===== src/rtl/unaligned_load_merge.sv =====
module unaligned_load_merge #(
  parameter int ADDR_W = 16
) (
  input  logic              clk,
  input  logic              rst_n,
  input  logic              req_valid,
  output logic              req_ready,
  input  logic [ADDR_W-1:0] req_addr,
  input  logic [1:0]        req_size,
  input  logic              req_signed,
  input  logic              strict_mode,
  output logic              mem_rd,
  output logic [ADDR_W-3:0] mem_addr,
  input  logic [31:0]       mem_rdata,
  output logic              rsp_done,
  output logic              rsp_fault,
  output logic [31:0]       rsp_data
);
  localparam int WA_W = ADDR_W - 2;

  typedef enum logic [2:0] {S_IDLE, S_ISSUE, S_FIRST, S_SECOND, S_RESP} state_t;

  state_t          state;
  logic [WA_W-1:0] wa_q;
  logic [1:0]      off_q, size_q;
  logic            sgn_q, split_q, fault_q;
  logic [31:0]     lo_q, data_q;

  logic        is_word, is_half, misaligned, straddles, accept;
  logic [63:0] pair;
  logic [31:0] shifted, merged;

  assign is_word    = req_size[1];
  assign is_half    = (req_size == 2'b01);
  assign misaligned = (is_half & req_addr[0]) | (is_word & |req_addr[1:0]);
  assign straddles  = (is_half & &req_addr[1:0]) | (is_word & |req_addr[1:0]);

  assign req_ready = (state == S_IDLE);
  assign accept    = req_valid & req_ready;

  assign mem_rd   = (state == S_ISSUE) | ((state == S_FIRST) & split_q);
  assign mem_addr = (state == S_FIRST) ? wa_q + 1'b1 : wa_q;

  assign pair    = (state == S_SECOND) ? {mem_rdata, lo_q} : {32'd0, mem_rdata};
  assign shifted = 32'(pair >> {off_q, 3'b000});

  always_comb begin
    if (size_q[1])
      merged = shifted;
    else if (size_q[0])
      merged = {{16{sgn_q & shifted[15]}}, shifted[15:0]};
    else
      merged = {{24{sgn_q & shifted[7]}}, shifted[7:0]};
  end

  assign rsp_done  = (state == S_RESP) & ~fault_q;
  assign rsp_fault = (state == S_RESP) & fault_q;
  assign rsp_data  = data_q;

  always_ff @(posedge clk or negedge rst_n) begin
    if (!rst_n) begin
      state   <= S_IDLE;
      wa_q    <= '0;
      off_q   <= '0;
      size_q  <= '0;
      sgn_q   <= 1'b0;
      split_q <= 1'b0;
      fault_q <= 1'b0;
      lo_q    <= '0;
      data_q  <= '0;
    end else begin
      case (state)
        S_IDLE: if (accept) begin
          wa_q    <= req_addr[ADDR_W-1:2];
          off_q   <= req_addr[1:0];
          size_q  <= req_size;
          sgn_q   <= req_signed;
          split_q <= straddles;
          fault_q <= strict_mode & misaligned;
          if (strict_mode & misaligned) begin
            data_q <= '0;
            state  <= S_RESP;
          end else begin
            state <= S_ISSUE;
          end
        end
        S_ISSUE: state <= S_FIRST;
        S_FIRST: begin
          lo_q <= mem_rdata;
          if (split_q) begin
            state <= S_SECOND;
          end else begin
            data_q <= merged;
            state  <= S_RESP;
          end
        end
        S_SECOND: begin
          data_q <= merged;
          state  <= S_RESP;
        end
        default: state <= S_IDLE;
      endcase
    end
  end
endmodule


===== config.mk =====
export PLATFORM = sky130hd
export DESIGN_NAME = unaligned_load_merge
export DESIGN_NICKNAME = d
export VERILOG_FILES = /design/src/rtl/unaligned_load_merge.sv
export SDC_FILE = /design/constraint.sdc
export NUM_CORES = 1
export LEC_CHECK = 0
export BUFFER_PORTS_ARGS = -buffer_cell sky130_fd_sc_hd__buf_2
export CAP_MARGIN = 25
export CORE_UTILIZATION = 40
export CTS_CLUSTER_DIAMETER = 40
export CTS_CLUSTER_SIZE = 14
export DETAILED_ROUTE_END_ITERATION = 7
export PLACE_DENSITY = 0.63
export SYNTH_ARGS = -nofsm -noshare
export SYNTH_HDL_FRONTEND = slang
export SYNTH_SLANG_ARGS = --single-unit
export TNS_END_PERCENT = 30

===== constraint.sdc =====
create_clock -name clk -period 1.72 [get_ports clk]
set_input_delay 0.086 -clock clk [delete_from_list [all_inputs] [get_ports clk]]
set_output_delay 0.086 -clock clk [all_outputs]
set_load 0.01 [all_outputs]

After elaboration in Yosys (flattened, before gate mapping)
Index checks and enable logic that the tools add are counted.

Add/sub/neg operators: 1. Multipliers: 0. Divide/modulo/power cells: 0. $lt $le $gt $ge: 0. Equal/unequal tests: 8. Shift operators: 1. Muxes and demuxes: 12. Bitwise operators: 14. Reductions and logical operators: 6.

Operators by type and width (number): two-way mux 32 bit (5); case mux 32 bit (3 select lines) (1); two-way mux 64 bit (1); right shift 64 x 5 -> 32 bit (1); adder 14 x 1 -> 14 bit (second input constant) (1); two-way mux 14 bit (1); case mux 3 bit (4 select lines) (1); AND 1 bit (10); two-way mux 3 bit (3); == test 3 x 2 -> 1 bit (second input constant) (2); != test 2 x 1 -> 1 bit (second input constant) (2); AND reduction 2 bit (2); AND reduction 4 bit (1); == test 3 x 1 -> 1 bit (second input constant) (1); == test 3 bit (second input constant) (1); logical NOT 3 bit (1); bitwise OR 1 bit (3); nonzero test 3 bit (1); == test 2 x 1 -> 1 bit (second input constant) (1); != test 2 bit (second input constant) (1); OR reduction 2 bit (1); NOT 1 bit (1).

Flip-flop bits (word level): 88. Bits in latches: 0. RAM bits: 0. Memory bits (read-only): 0. Input bits: 55. Output and inout bits: 50. Logic and storage cells: 51. Memories kept: 0.

Longest topological paths before layout
Gate-level depths: netlist of the first run.

Depth in word-level cells: 8. Gate-level depth with buffers: 9. Gate-level depth less buffers: 5.

Worst setup path before layout of the first run
Ideal clock, no wire load.

Path type: register to register. From: register state[2]. To: register data_q[22] (netlist: rsp_data[22]). Setup time: 126 ps. Arrival: 1734 ps. Required time: 1594 ps. Setup slack: -140 ps. Stages on the path, launching flop included: 9. Clock period less this slack: 1860 ps. Cell sequence: dfrtp_1 > buf_2 > nor4b_4 > o211ai_1 > and2_1 > buf_2 > buf_6 > a221oi_1 > nand2_1.

Longest elaborated chain between the ends: 8. Elaborated cells between the ends (all ways): 17. Those cells by class: eq/ne: 5; shift: 1; mux: 5; bitwise: 3; reduce/logical: 3.

Ends and longest elaborated chain: from (decl) (line 23) `state_t state;`; from (signal assigned) (line 62) `state <= S_IDLE;`; from (signal assigned) (line 82) `state <= S_RESP;`; from (signal assigned) (line 84) `state <= S_ISSUE;`; == test 3 x 2 -> 1 bit (line 44, 72); two-way mux 64 bit (line 44) `assign pair = (state == S_SECOND) ? {mem_rdata, lo_q} : {32'd0, mem_rdata};`; right shift 64 x 5 -> 32 bit (line 45) `assign shifted = 32'(pair >> {off_q, 3'b000});`; AND 1 bit, on equally long branches (line 53, 51); two-way mux 32 bit (line 50) `else if (size_q[0])`; two-way mux 32 bit (line 48) `if (size_q[1])`; two-way mux 32 bit (line 90) `if (split_q) begin`; case mux 32 bit (3 select lines) (line 72) `case (state)`; to (signal assigned) (line 93) `data_q <= merged;`; to (signal assigned) (line 98) `data_q <= merged;`; to (decl) (line 27) `logic [31:0] lo_q, data_q;`.

Parallel ways exist; a longest one is shown, timed or not. The select of a mux whose other input is x is not followed. A chain may end at the register's enable or synchronous reset.

Worst setup path after layout of the first run
From: register state[2]. To: output mem_addr[12].

Longest elaborated chain between the ends: 2.

Ends and longest elaborated chain: == test 3 x 2 -> 1 bit (line 42) `assign mem_addr = (state == S_FIRST) ? wa_q + 1'b1 : wa_q;`; two-way mux 14 bit (line 42); to (decl) (line 13) `output logic [ADDR_W-3:0] mem_addr,`.

Every way passes these cells.

==> out/metrics.json, run 1 <==
{
  "run_status": {
    "outcome": "complete, but fails checks",
    "violations": "setup timing"
  },
  "placed_design": {
    "placed_cells_incl_taps": 764,
    "io_buffers": 104,
    "detailed_place.area_um2": 6198,
    "place_ws_ps": -248.4,
    "final_weighted_congestion_of_routability_driven_global_placement": 0.8220,
    "place.detailed.hpwl_mm": 10.53
  },
  "route": {
    "viasPerCell": 5.538,
    "route.antenna.remaining_nets": 0,
    "routed-via-count": 4602,
    "first_pass_drt_iterations": 5,
    "iteration_0_drc_markers": 266,
    "routed_wire_length_mm": 16.22,
    "wl_per_cell_um": 19.52,
    "post-route-drc-count": 0
  },
  "global_route": {
    "track_usage_pct": 25.21,
    "vias_in_the_first_global_route": 4603,
    "antenna_found_initial": 0,
    "grt_max_degree": 49,
    "residual_overflow_from_global_routing": 0,
    "grt_first_pass_wirelength_mm": 24.71
  },
  "clocking": {
    "cts_tree": "yes",
    "cell_chosen_for_the_clock_root": "clkbuf_16",
    "path_clk_slew_ps": 70,
    "cts_made_buffers": 9,
    "h_tree_levels": 3,
    "cts.sink_count": 88,
    "clkLatencyLatePin_ps": 350,
    "clk_path_buf_depth": 2
  },
  "synthesis": {
    "synth_fp_nets": 522,
    "ys_seq_area_share_pct": 43.35,
    "synth_async_sr_flop_share_pct": 100.0,
    "synthesis.area_um2": 5080,
    "ys_seq_elements": 88,
    "synth-edff-count": 0,
    "synthesis.instances": 466,
    "yosys.cell_types.count": 44,
    "synth_flop_cell": "dfrtp_1",
    "synth.avg_cell_area_um2": 10.90,
    "yosys_warnings": 0
  },
  "worst_setup_path": {
    "crit_path_max_fanout": 3,
    "cp-end-kind": "primary output",
    "cp.arrival_ps": 2040,
    "r2r-end": "rsp_data[0]",
    "regToRegStartpoint": "state[0]",
    "worst_r2r_path_depth": 7,
    "worstSetupStartpointType": "flip-flop",
    "crit_required_ps": 1630,
    "worst-r2r-setup-slack_ps": -360,
    "worstSetupPathType": "flip-flop to primary output"
  },
  "floorplanning": {
    "dieWidth_um": 114.7,
    "die_height_um": 114.7,
    "dieArea_um2": 13150,
    "num_rows": 40,
    "core_area_um2": 12210,
    "starting_density_pct": 41.60,
    "io_pins": 105
  },
  "layout": {
    "layout.cells.most_common_list": "buf_2 (102), dfrtp_1 (87), buf_4 (63)",
    "postLayoutCellArea_um2": 7458,
    "post_layout_nonfiller_instances": 831,
    "nNetsFinal": 715,
    "post-route-util_pct": 61.08,
    "area_delta_synth_final_pct": 46.82,
    "layout.cells.most_common": "buf_2",
    "insertedDiodeCount": 0,
    "post_route_cells_drive_above_1_share_pct": 50.68
  },
  "min_path": {
    "holdCritStartpoint": "req_addr[4]",
    "cell_depth_of_the_worst_min_delay_path": 2,
    "holdPathEnd": "wa_q[2]",
    "min_path_type": "primary input to flip-flop"
  },
  "timing": {
    "report.final.hold_viol_count": 0,
    "finalWorstSetupSlack_ps": -408.9,
    "clock-skew-final_ps": 9.210,
    "timing.final.crit_share_pct": 123.8,
    "max_freq_mhz": 469.7,
    "worstMarginPinSlew_ps": 536.7,
    "min_period_ps": 2129,
    "slew_headroom_pct": 64.18,
    "holdWs_ps": 7.981,
    "report.final.slew_viol_count": 0,
    "setup-violations-final": 93,
    "rsz_0062_raised_after_global_routing": "true",
    "fin_setup_tns_ps": -20900
  },
  "power": {
    "post_route_total_power_mw": 13.16,
    "power.leakage_nw": 3.431,
    "power.density_cell_area_nw_per_um2": 1764,
    "max-vdd-ir-drop_mv": 0.7860
  },
  "job": {
    "drv_cap": 0
  }
}
[synthesized netlist by cell type (7+ instances only)]
library cell  number  area [µm²]
buf_4              7       52.55
nor2_1            17       63.81
a32oi_1            7       61.31
xnor2_1            9       78.83
buf_2             14       70.07
mux2i_1           48       480.5
dfrtp_1           88        2202
o21ai_0           14       70.07
o21ai_1            8       40.04
a221oi_1           7       61.31
nand3_1           34       170.2
clkbuf_1          11       41.29
nand2_1           57       214.0
a21oi_1           24       120.1
mux4_2            16       360.4
mux2_2            53       596.8
[how the worst max path moves through the flow]
stage / slack, ps / start / cells past startpoint / to
finish: -410 / state[2] / 8 / mem_addr[12]
global route: -500 / state[0] / 8 / mem_addr[12]
CTS: -360 / state[2] / 9 / mem_addr[11]
detailed placement: -250 / state[0] / 6 / rsp_data[16]
global placement: -200 / state[1] / 6 / rsp_data[20]
floorplan: -130 / state[2] / 8 / rsp_data[22]
[power by group]
part | internal (mW) | total (mW) | switching [mW]
registers | 3.07 | 3.99 | 0.911
clock network | 1.13 | 1.95 | 0.820
logic | 3.88 | 7.22 | 3.34
total | 8.08 | 13.2 | 5.07
[routing by layer]
| metal | GRT usage, % | vias to the layer above | part of all wire, % |
|---|---|---|---|
| li1 | - | 2102 | - |
| met1 | 34.04 | 2286 | 44 |
| met2 | 40.08 | 184 | 48 |
| met3 | 3.706 | 30 | 5.2 |
| met4 | 11.77 | 0 | 2.9 |
| met5 | 0 | - | 0 |
[logic make-up (layout without fill, tap and decap cells)]
family          count (synthesis)  count (layout)  share of synthesized area [%]
xor+xnor                       14              14                          2.414
mux                           117             117                          28.30
buf+inv                        37             234                          3.744
simple gates                  138             138                          13.30
flops                          88              88                          43.35
fa+ha+maj                       1               1                         0.2463
compound gates                 71              71                          8.646
[worst max-delay path, cell delays in order, from the launching register on]
cell,delay [ps]
dfrtp_1,410
buf_6,140
nor3b_4,230
buf_6,150
nand4_1,180
nor2_2,220
nand2_1,90
xnor2_1,140
buf_2,140
[sequential cells by signal (all words and copies together), names as in the netlist]
| register | cells |
|---|---|
| rsp_data | 32 |
| split_q | 1 |
| wa_q | 14 |
| size_q | 2 |
| lo_q | 32 |
| fault_q | 1 |
| state | 3 |
| off_q | 2 |
| sgn_q | 1 |
[area by class of cell]
cell class              instances  area [µm²]
well taps                     168       210.2
clock buffers                  13       280.3
fillers                       979        4753
flip-flops and latches         88        2203
inverters                       3       11.26
repair buffers                216        1685
clock inverters                 2       12.51
multi-input cells             341        3055
[timing repair]
action	in CTS	in global routing
endpoints found under the hold margin	94	0
setup endpoints to repair	76	103
setup buffers	24	9
pin swaps	19	11
gates resized for setup	68	48
cloned	3	0
hold buffers	18	0
No activity file was read; power rests on OpenSTA's default activity.
==> inputs of run 2 (changes only) <==
Settings changed: PLACE_DENSITY 0.63 to 0.6.
Clock period 1.72 ns to 2 ns, I/O delays scaled along.
==> run 2 against run 1 <==
  * Combinational power decreased by 26%
  * Routed wire length shrank 6.4%
  * Critical endpoint is now rsp_data[15]
  * The run still ends with setup timing left
  * Cell area decreased by 7.9%
  * Worst hold slack lost 1.4 ps
  * Core utilization is 4.8 points lower
  * Largest power group unchanged
  * Critical path depth grew 2
==> out/metrics.json, run 2 (synthesis gave the netlist of run 1 again) <==
{
  "run_status": {
    "outcome": "complete, but fails checks",
    "violations": "setup timing"
  },
  "worst_setup_path": {
    "crit_path_frequent_cell": "buf_4",
    "crit_path_max_fanout": {"value": 12, "change": "+9"},
    "cp.arrival": {"value": 2370, "unit": "ps", "change": "+330 ps"},
    "crit_required": {"value": 2230, "unit": "ps", "change": "+600 ps"},
    "worst-r2r-setup-slack": {"value": -140, "unit": "ps", "change": "+220 ps"},
    "worst_r2r_path_depth": {"value": 10, "change": "+3"},
    "worstSetupStartpointType": "flip-flop",
    "worstSetupPathType": "flip-flop to flip-flop",
    "regToRegStartpoint": "state[0]",
    "cp-end-kind": "flip-flop",
    "r2r-end": "rsp_data[15]",
    "bufs_and_invs_on_worst_path": {"value": 5, "change": "+2"},
    "crit_path_cell_trace": "buf_4, buf_6, buf_4, nor4b_4, o211ai_1, and2_4, buf_12, clkbuf_16, a21oi_1, o21ai_1",
    "critical-path-top-delay-family": "buffers and inverters",
    "timing.critical_path.slowest_stage_cell": "dfrtp_1",
    "critPathMaxStageDelay": {"value": 400, "unit": "ps", "change": "about the same"}
  },
  "placed_design": {
    "place_ws": {"value": -56.25, "unit": "ps", "change": "+192.2 ps"},
    "placed_cells_incl_taps": {"value": 736, "change": "-3.7%"},
    "detailed_place.area": {"value": 5969, "unit": "µm²", "change": "-3.7%"},
    "final_weighted_congestion_of_routability_driven_global_placement": {"value": 0.8409, "change": "+2.3%"},
    "io_buffers": {"value": 104, "change": "unchanged"},
    "place.detailed.hpwl": {"value": 9.956, "unit": "mm", "change": "-5.4%"}
  },
  "timing": {
    "fin_setup_tns": {"value": -2285, "unit": "ps", "change": "+18,610 ps"},
    "max_freq_mhz": 467.7,
    "report.final.slew_viol_count": {"value": 0, "change": "unchanged"},
    "timing.final.crit_share_pct": 106.9,
    "min_period_ps": 2138,
    "rsz_0062_raised_after_global_routing": "true",
    "clock-skew-final": {"value": 7.088, "unit": "ps", "change": "-2.122 ps"},
    "finalWorstSetupSlack": {"value": -138.3, "unit": "ps", "change": "+270.6 ps"},
    "setup-violations-final": {"value": 39, "change": "-58%"},
    "worstMarginPinSlew": {"value": 1009, "unit": "ps", "change": "+472.0 ps"},
    "slew_headroom": {"value": 32.60, "unit": "%", "change": "-32 points"},
    "report.final.hold_viol_count": {"value": 0, "change": "unchanged"},
    "holdWs": {"value": 6.607, "unit": "ps", "change": "-1.374 ps"}
  },
  "layout": {
    "area_delta_synth_final_pct": 35.20,
    "postLayoutCellArea": {"value": 6868, "unit": "µm²", "change": "-7.9%"},
    "post_route_cells_drive_above_1_share": {"value": 43.60, "unit": "%", "change": "-7.1 points"},
    "post_layout_nonfiller_instances": {"value": 785, "change": "-5.5%"},
    "insertedDiodeCount": {"value": 0, "change": "unchanged"},
    "nNetsFinal": {"value": 668, "change": "-6.6%"},
    "fill_cells": {"value": 1071, "change": "+9.4%"},
    "layout.cells.most_common_list": "buf_2 (103), dfrtp_1 (86), nand2_1 (56)",
    "layout.cells.most_common": "buf_2"
  },
  "floorplanning": {
    "dieWidth": {"value": 114.7, "unit": "µm", "change": "unchanged"},
    "dieArea": {"value": 13150, "unit": "µm²", "change": "unchanged"},
    "starting_density": {"value": 41.60, "unit": "%", "change": "unchanged"},
    "die_height": {"value": 114.7, "unit": "µm", "change": "unchanged"},
    "io_pins": {"value": 105, "change": "unchanged"},
    "num_rows": {"value": 40, "change": "unchanged"},
    "core_area": {"value": 12210, "unit": "µm²", "change": "unchanged"}
  },
  "route": {
    "routed_wire_length": {"value": 15.18, "unit": "mm", "change": "-6.4%"},
    "route.antenna.remaining_nets": {"value": 0, "change": "unchanged"},
    "routed-via-count": {"value": 4388, "change": "-4.7%"},
    "wl_per_cell": {"value": 19.34, "unit": "µm", "change": "-0.93%"},
    "viasPerCell": {"value": 5.590, "change": "+0.94%"},
    "first_pass_drt_iterations": {"value": 5, "change": "unchanged"},
    "post-route-drc-count": {"value": 0, "change": "unchanged"},
    "iteration_0_drc_markers": {"value": 292, "change": "+9.8%"}
  },
  "global_route": {
    "track_usage": {"value": 23.42, "unit": "%", "change": "-1.8 points"},
    "vias_in_the_first_global_route": {"value": 4298, "change": "-6.6%"},
    "grt_max_degree": {"value": 45, "change": "-8.2%"},
    "residual_overflow_from_global_routing": {"value": 0, "change": "unchanged"},
    "antenna_found_initial": {"value": 0, "change": "unchanged"},
    "grt_first_pass_wirelength": {"value": 23.13, "unit": "mm", "change": "-6.4%"}
  },
  "clocking": {
    "path_clk_slew": {"value": 60, "unit": "ps", "change": "about the same"},
    "cts_tree": "yes",
    "cts.sink_count": {"value": 88, "change": "unchanged"},
    "cell_chosen_for_the_clock_root": "clkbuf_16",
    "clk_path_buf_depth": {"value": 2, "change": "unchanged"},
    "cts_made_buffers": {"value": 9, "change": "unchanged"},
    "clkLatencyLatePin": {"value": 350, "unit": "ps", "change": "about the same"},
    "h_tree_levels": {"value": 3, "change": "unchanged"}
  },
  "power": {
    "max-vdd-ir-drop": {"value": 0.5581, "unit": "mV", "change": "-29%"},
    "power.density_cell_area": {"value": 1534, "unit": "nW/µm²", "change": "-13%"},
    "power.leakage": {"value": 3.113, "unit": "nW", "change": "-9.3%"}
  },
  "job": {
    "drv_cap": {"value": 0, "change": "unchanged"}
  },
  "min_path": {
    "cell_depth_of_the_worst_min_delay_path": {"value": 2, "change": "unchanged"},
    "min_path_type": "primary input to flip-flop",
    "holdPathEnd": "wa_q[5]",
    "holdCritStartpoint": "req_addr[7]"
  }
}
[run 2: repair_timing]
action                     4_1_cts  5_1_grt
setup buffers                    5        8
hold endpoints to repair        57        0
setup endpoints to repair       22       42
hold buffers                    16        0
gates resized for setup          7       33
pin swaps                       12       15
cloned                           1        3
[run 2: how the worst max path moves through the flow]
stage                   from      endpoint  slack (ps)  cells after the start
global placement    off_q[1]  rsp_data[21]          60                      6
CTS                 state[2]  mem_addr[12]         -70                      8
finish              state[0]  rsp_data[15]        -140                     10
detailed placement  state[1]  rsp_data[16]         -60                      6
floorplan           state[2]  rsp_data[22]         140                      8
global route        state[0]   mem_addr[6]        -220                      8
[run 2: layout make-up]
cell class,count,area [µm²],area share [%]
sequential,88,2205,32.10
multi-input combinational,341,2868,41.76
tap,168,210.2,3.061
clock inverter,2,35.03,0.5101
timing repair buffer,169,1255,18.27
inverter,3,11.26,0.1640
clock buffer,14,284.0,4.136
[run 2: per-layer routing]
metal / global-route usage, % / vias up / routed length [µm]
li1: - / 2006 / -
met4: 8.139 / 0 / 308
met5: 0 / - / 0
met1: 32.56 / 2200 / 6715
met3: 4.659 / 24 / 923
met2: 36.48 / 158 / 7235
[run 2: report_power, final]
part | total, mW | switching [mW] | leakage (nW) | internal, mW
Sequential | 3.43 | 0.781 | 1.08 | 2.65
Clock | 1.79 | 0.688 | 0.159 | 1.10
Combinational | 5.32 | 2.55 | 1.87 | 2.76
Total | 10.5 | 4.02 | 3.11 | 6.51
[run 2: per-stage QoR]
step | utilization, % | power [mW]
3_3_place_gp | 48.88 | 7.983
2_1_floorplan | - | 6.455
4_1_cts | 53.60 | 10.08
6_report | 56.24 | 10.53
5_1_grt | 56.24 | 11.13
3_5_place_dp | 48.88 | 8.103
==> inputs of run 3 (changes only) <==
==> constraint.sdc (replaced) <==
create_clock -name clk -period 2 [get_ports clk]
set_input_delay 0.4 -clock clk [delete_from_list [all_inputs] [get_ports clk]]
set_output_delay 0.4 -clock clk [all_outputs]
set_load 0.01 [all_outputs]
==> run 3 against run 2 <==
  * The run still ends with setup timing left
  * Sequential power shrank 2%
  * Flip-flop and latch count unchanged
  * Cell area fell by 2.1%
  * Routed wire length is 4.6% lower
  * Largest power group unchanged
==> out/metrics.json, run 3 (synthesis gave the netlist of run 1 again) <==
{
  "worst_setup_path": {
    "bufs_and_invs_on_worst_path": {"value": 4, "change": "-1"},
    "crit_path_max_fanout": {"value": 8, "change": "-4"},
    "critical-path-top-delay-family": "buffers and inverters",
    "timing.critical_path.slowest_stage_cell": "dfrtp_1",
    "worstSetupStartpointType": "flip-flop",
    "worstSetupPathType": "flip-flop to flip-flop",
    "crit_required": {"value": 2230, "unit": "ps", "change": "about the same"},
    "cp.arrival": {"value": 2440, "unit": "ps", "change": "+70 ps"},
    "cp-end-kind": "flip-flop",
    "crit_path_cell_trace": "buf_4, buf_4, and3b_2, buf_12, mux2i_2, a32o_2, o21ai_4, buf_12, o211ai_1",
    "critPathMaxStageDelay": {"value": 410, "unit": "ps", "change": "about the same"}
  },
  "route": {
    "first_pass_drt_iterations": {"value": 4, "change": "-1"},
    "routed_wire_length": {"value": 14.49, "unit": "mm", "change": "-4.6%"},
    "route.antenna.remaining_nets": {"value": 0, "change": "unchanged"},
    "iteration_0_drc_markers": {"value": 240, "change": "-18%"},
    "wl_per_cell": {"value": 18.70, "unit": "µm", "change": "-3.3%"},
    "viasPerCell": {"value": 5.554, "change": "-0.65%"},
    "post-route-drc-count": {"value": 0, "change": "unchanged"},
    "routed-via-count": {"value": 4304, "change": "-1.9%"}
  },
  "global_route": {
    "antenna_found_initial": {"value": 0, "change": "unchanged"},
    "grt_first_pass_wirelength": {"value": 22.69, "unit": "mm", "change": "-1.9%"},
    "residual_overflow_from_global_routing": {"value": 0, "change": "unchanged"},
    "vias_in_the_first_global_route": {"value": 4238, "change": "-1.4%"},
    "grt_max_degree": {"value": 34, "change": "-24%"},
    "track_usage": {"value": 22.94, "unit": "%", "change": "-0.48 points"}
  },
  "floorplanning": {
    "starting_density": {"value": 41.60, "unit": "%", "change": "unchanged"},
    "die_height": {"value": 114.7, "unit": "µm", "change": "unchanged"},
    "dieWidth": {"value": 114.7, "unit": "µm", "change": "unchanged"},
    "io_pins": {"value": 105, "change": "unchanged"},
    "core_area": {"value": 12210, "unit": "µm²", "change": "unchanged"},
    "dieArea": {"value": 13150, "unit": "µm²", "change": "unchanged"},
    "num_rows": {"value": 40, "change": "unchanged"}
  },
  "layout": {
    "post-route-util": {"value": 55.08, "unit": "%", "change": "-1.2 points"},
    "layout.cells.most_common": "buf_2",
    "nNetsFinal": {"value": 658, "change": "-1.5%"},
    "postLayoutCellArea": {"value": 6726, "unit": "µm²", "change": "-2.1%"},
    "seqCellArea": {"value": 2206, "unit": "µm²", "change": "about the same"},
    "fill_cells": {"value": 1117, "change": "+4.3%"},
    "post_route_cells_drive_above_1_share": {"value": 46.13, "unit": "%", "change": "+2.5 points"},
    "area_of_combinational_cells_with_multiple_inputs": {"value": 2898, "unit": "µm²", "change": "+1.0%"},
    "layout.cells.most_common_list": "buf_2 (102), dfrtp_1 (85), nand2_1 (55)",
    "area_delta_synth_final_pct": 32.41,
    "insertedDiodeCount": {"value": 0, "change": "unchanged"}
  },
  "clocking": {
    "clk_path_buf_depth": {"value": 2, "change": "unchanged"},
    "h_tree_levels": {"value": 3, "change": "unchanged"},
    "cts.sink_count": {"value": 88, "change": "unchanged"},
    "path_clk_slew": {"value": 60, "unit": "ps", "change": "about the same"},
    "cell_chosen_for_the_clock_root": "clkbuf_16",
    "cts_tree": "yes",
    "clkLatencyLatePin": {"value": 350, "unit": "ps", "change": "about the same"},
    "cts_made_buffers": {"value": 9, "change": "unchanged"}
  },
  "timing": {
    "worstMarginPinSlew": {"value": 646.0, "unit": "ps", "change": "-362.8 ps"},
    "setup-violations-final": {"value": 43, "change": "+10%"},
    "report.final.hold_viol_count": {"value": 0, "change": "unchanged"},
    "max_freq": {"value": 451.7, "unit": "MHz", "change": "-3.4%"},
    "fin_setup_tns": {"value": -7088, "unit": "ps", "change": "-4804 ps"},
    "rsz_0062_raised_after_global_routing": "true",
    "report.final.slew_viol_count": {"value": 0, "change": "unchanged"},
    "min_period": {"value": 2214, "unit": "ps", "change": "+75.61 ps"},
    "slew_headroom": {"value": 56.77, "unit": "%", "change": "+24 points"},
    "finalWorstSetupSlack": {"value": -214.0, "unit": "ps", "change": "-75.61 ps"},
    "clock-skew-final": {"value": 6.589, "unit": "ps", "change": "-0.4993 ps"},
    "timing.final.crit_share": {"value": 110.7, "unit": "%", "change": "+3.8 points"}
  },
  "job": {
    "drv_cap": {"value": 0, "change": "unchanged"}
  },
  "placed_design": {
    "detailed_place.area": {"value": 6032, "unit": "µm²", "change": "+1.0%"},
    "final_weighted_congestion_of_routability_driven_global_placement": {"value": 0.8197, "change": "-2.5%"},
    "io_buffers": {"value": 104, "change": "unchanged"},
    "place.detailed.hpwl": {"value": 9.903, "unit": "mm", "change": "-0.54%"}
  },
  "power": {
    "power.density_cell_area": {"value": 1529, "unit": "nW/µm²", "change": "-0.28%"},
    "power.leakage": {"value": 3.082, "unit": "nW", "change": "-1.0%"},
    "max-vdd-ir-drop": {"value": 0.5848, "unit": "mV", "change": "+4.8%"},
    "post_route_total_power": {"value": 10.29, "unit": "mW", "change": "-2.3%"}
  },
  "run_status": {
    "violations": "setup timing",
    "outcome": "complete, but fails checks"
  },
  "min_path": {
    "min_path_type": "primary input to flip-flop"
  }
}
## run 3: worst paths after layout
| kind | cells past startpoint | start | to | slack (ps) |
|---|---|---|---|---|
| min | 2 | req_addr[3] | wa_q[1] | 280 |
| max | 9 | state[2] | rsp_data[31] | -210 |
| max in group asynchronous | 3 | rst_n | lo_q[6] | 890 |
| max reg2reg | 9 | state[2] | rsp_data[31] | -210 |
| min in group asynchronous | 2 | rst_n | lo_q[9] | 500 |
| min reg2reg | 2 | rsp_data[29] | rsp_data[29] | 500 |
## run 3: power breakdown
group | internal [mW] | leakage, nW | switching (mW)
logic | 2.70 | 1.86 | 2.56
registers | 2.65 | 1.08 | 0.717
clock network | 0.964 | 0.140 | 0.700
## run 3: per-layer routing
layer  vias to the layer above  global-route usage [%]  part of all wire (%)
li1                       1990                       -                     -
met1                      2152                   32.11                    45
met2                       143                   36.00                    47
met3                        19                   3.176                   5.4
met4                         0                   9.091                   2.0
met5                         -                       0                     0
## run 3: stage by stage
step                worst slack (ps)  instances  hold slack (ps)
finish                        -214.0        775            281.0
global route                  -309.1        775            282.4
CTS                           -199.1        763            271.3
detailed placement            -33.68        740            326.5
global placement               25.21        740            328.1
floorplan                     -1.229        466            104.4
## run 3: layout make-up
class	instances	area share, %
clock inverters	4	0.6696
clock buffers	12	3.516
multi-input cells	341	43.08
well taps	168	3.125
repair buffers	159	16.65
inverters	3	0.1674
flip-flops and latches	88	32.79
## run 3: what timing repair did
item,in CTS,in global routing
pin swaps,14,4
endpoints found under the setup margin,15,47
endpoints found under the hold margin,20,0
setup buffers,6,11
gates resized for setup,23,26
cloned,0,2
hold buffers,1,0
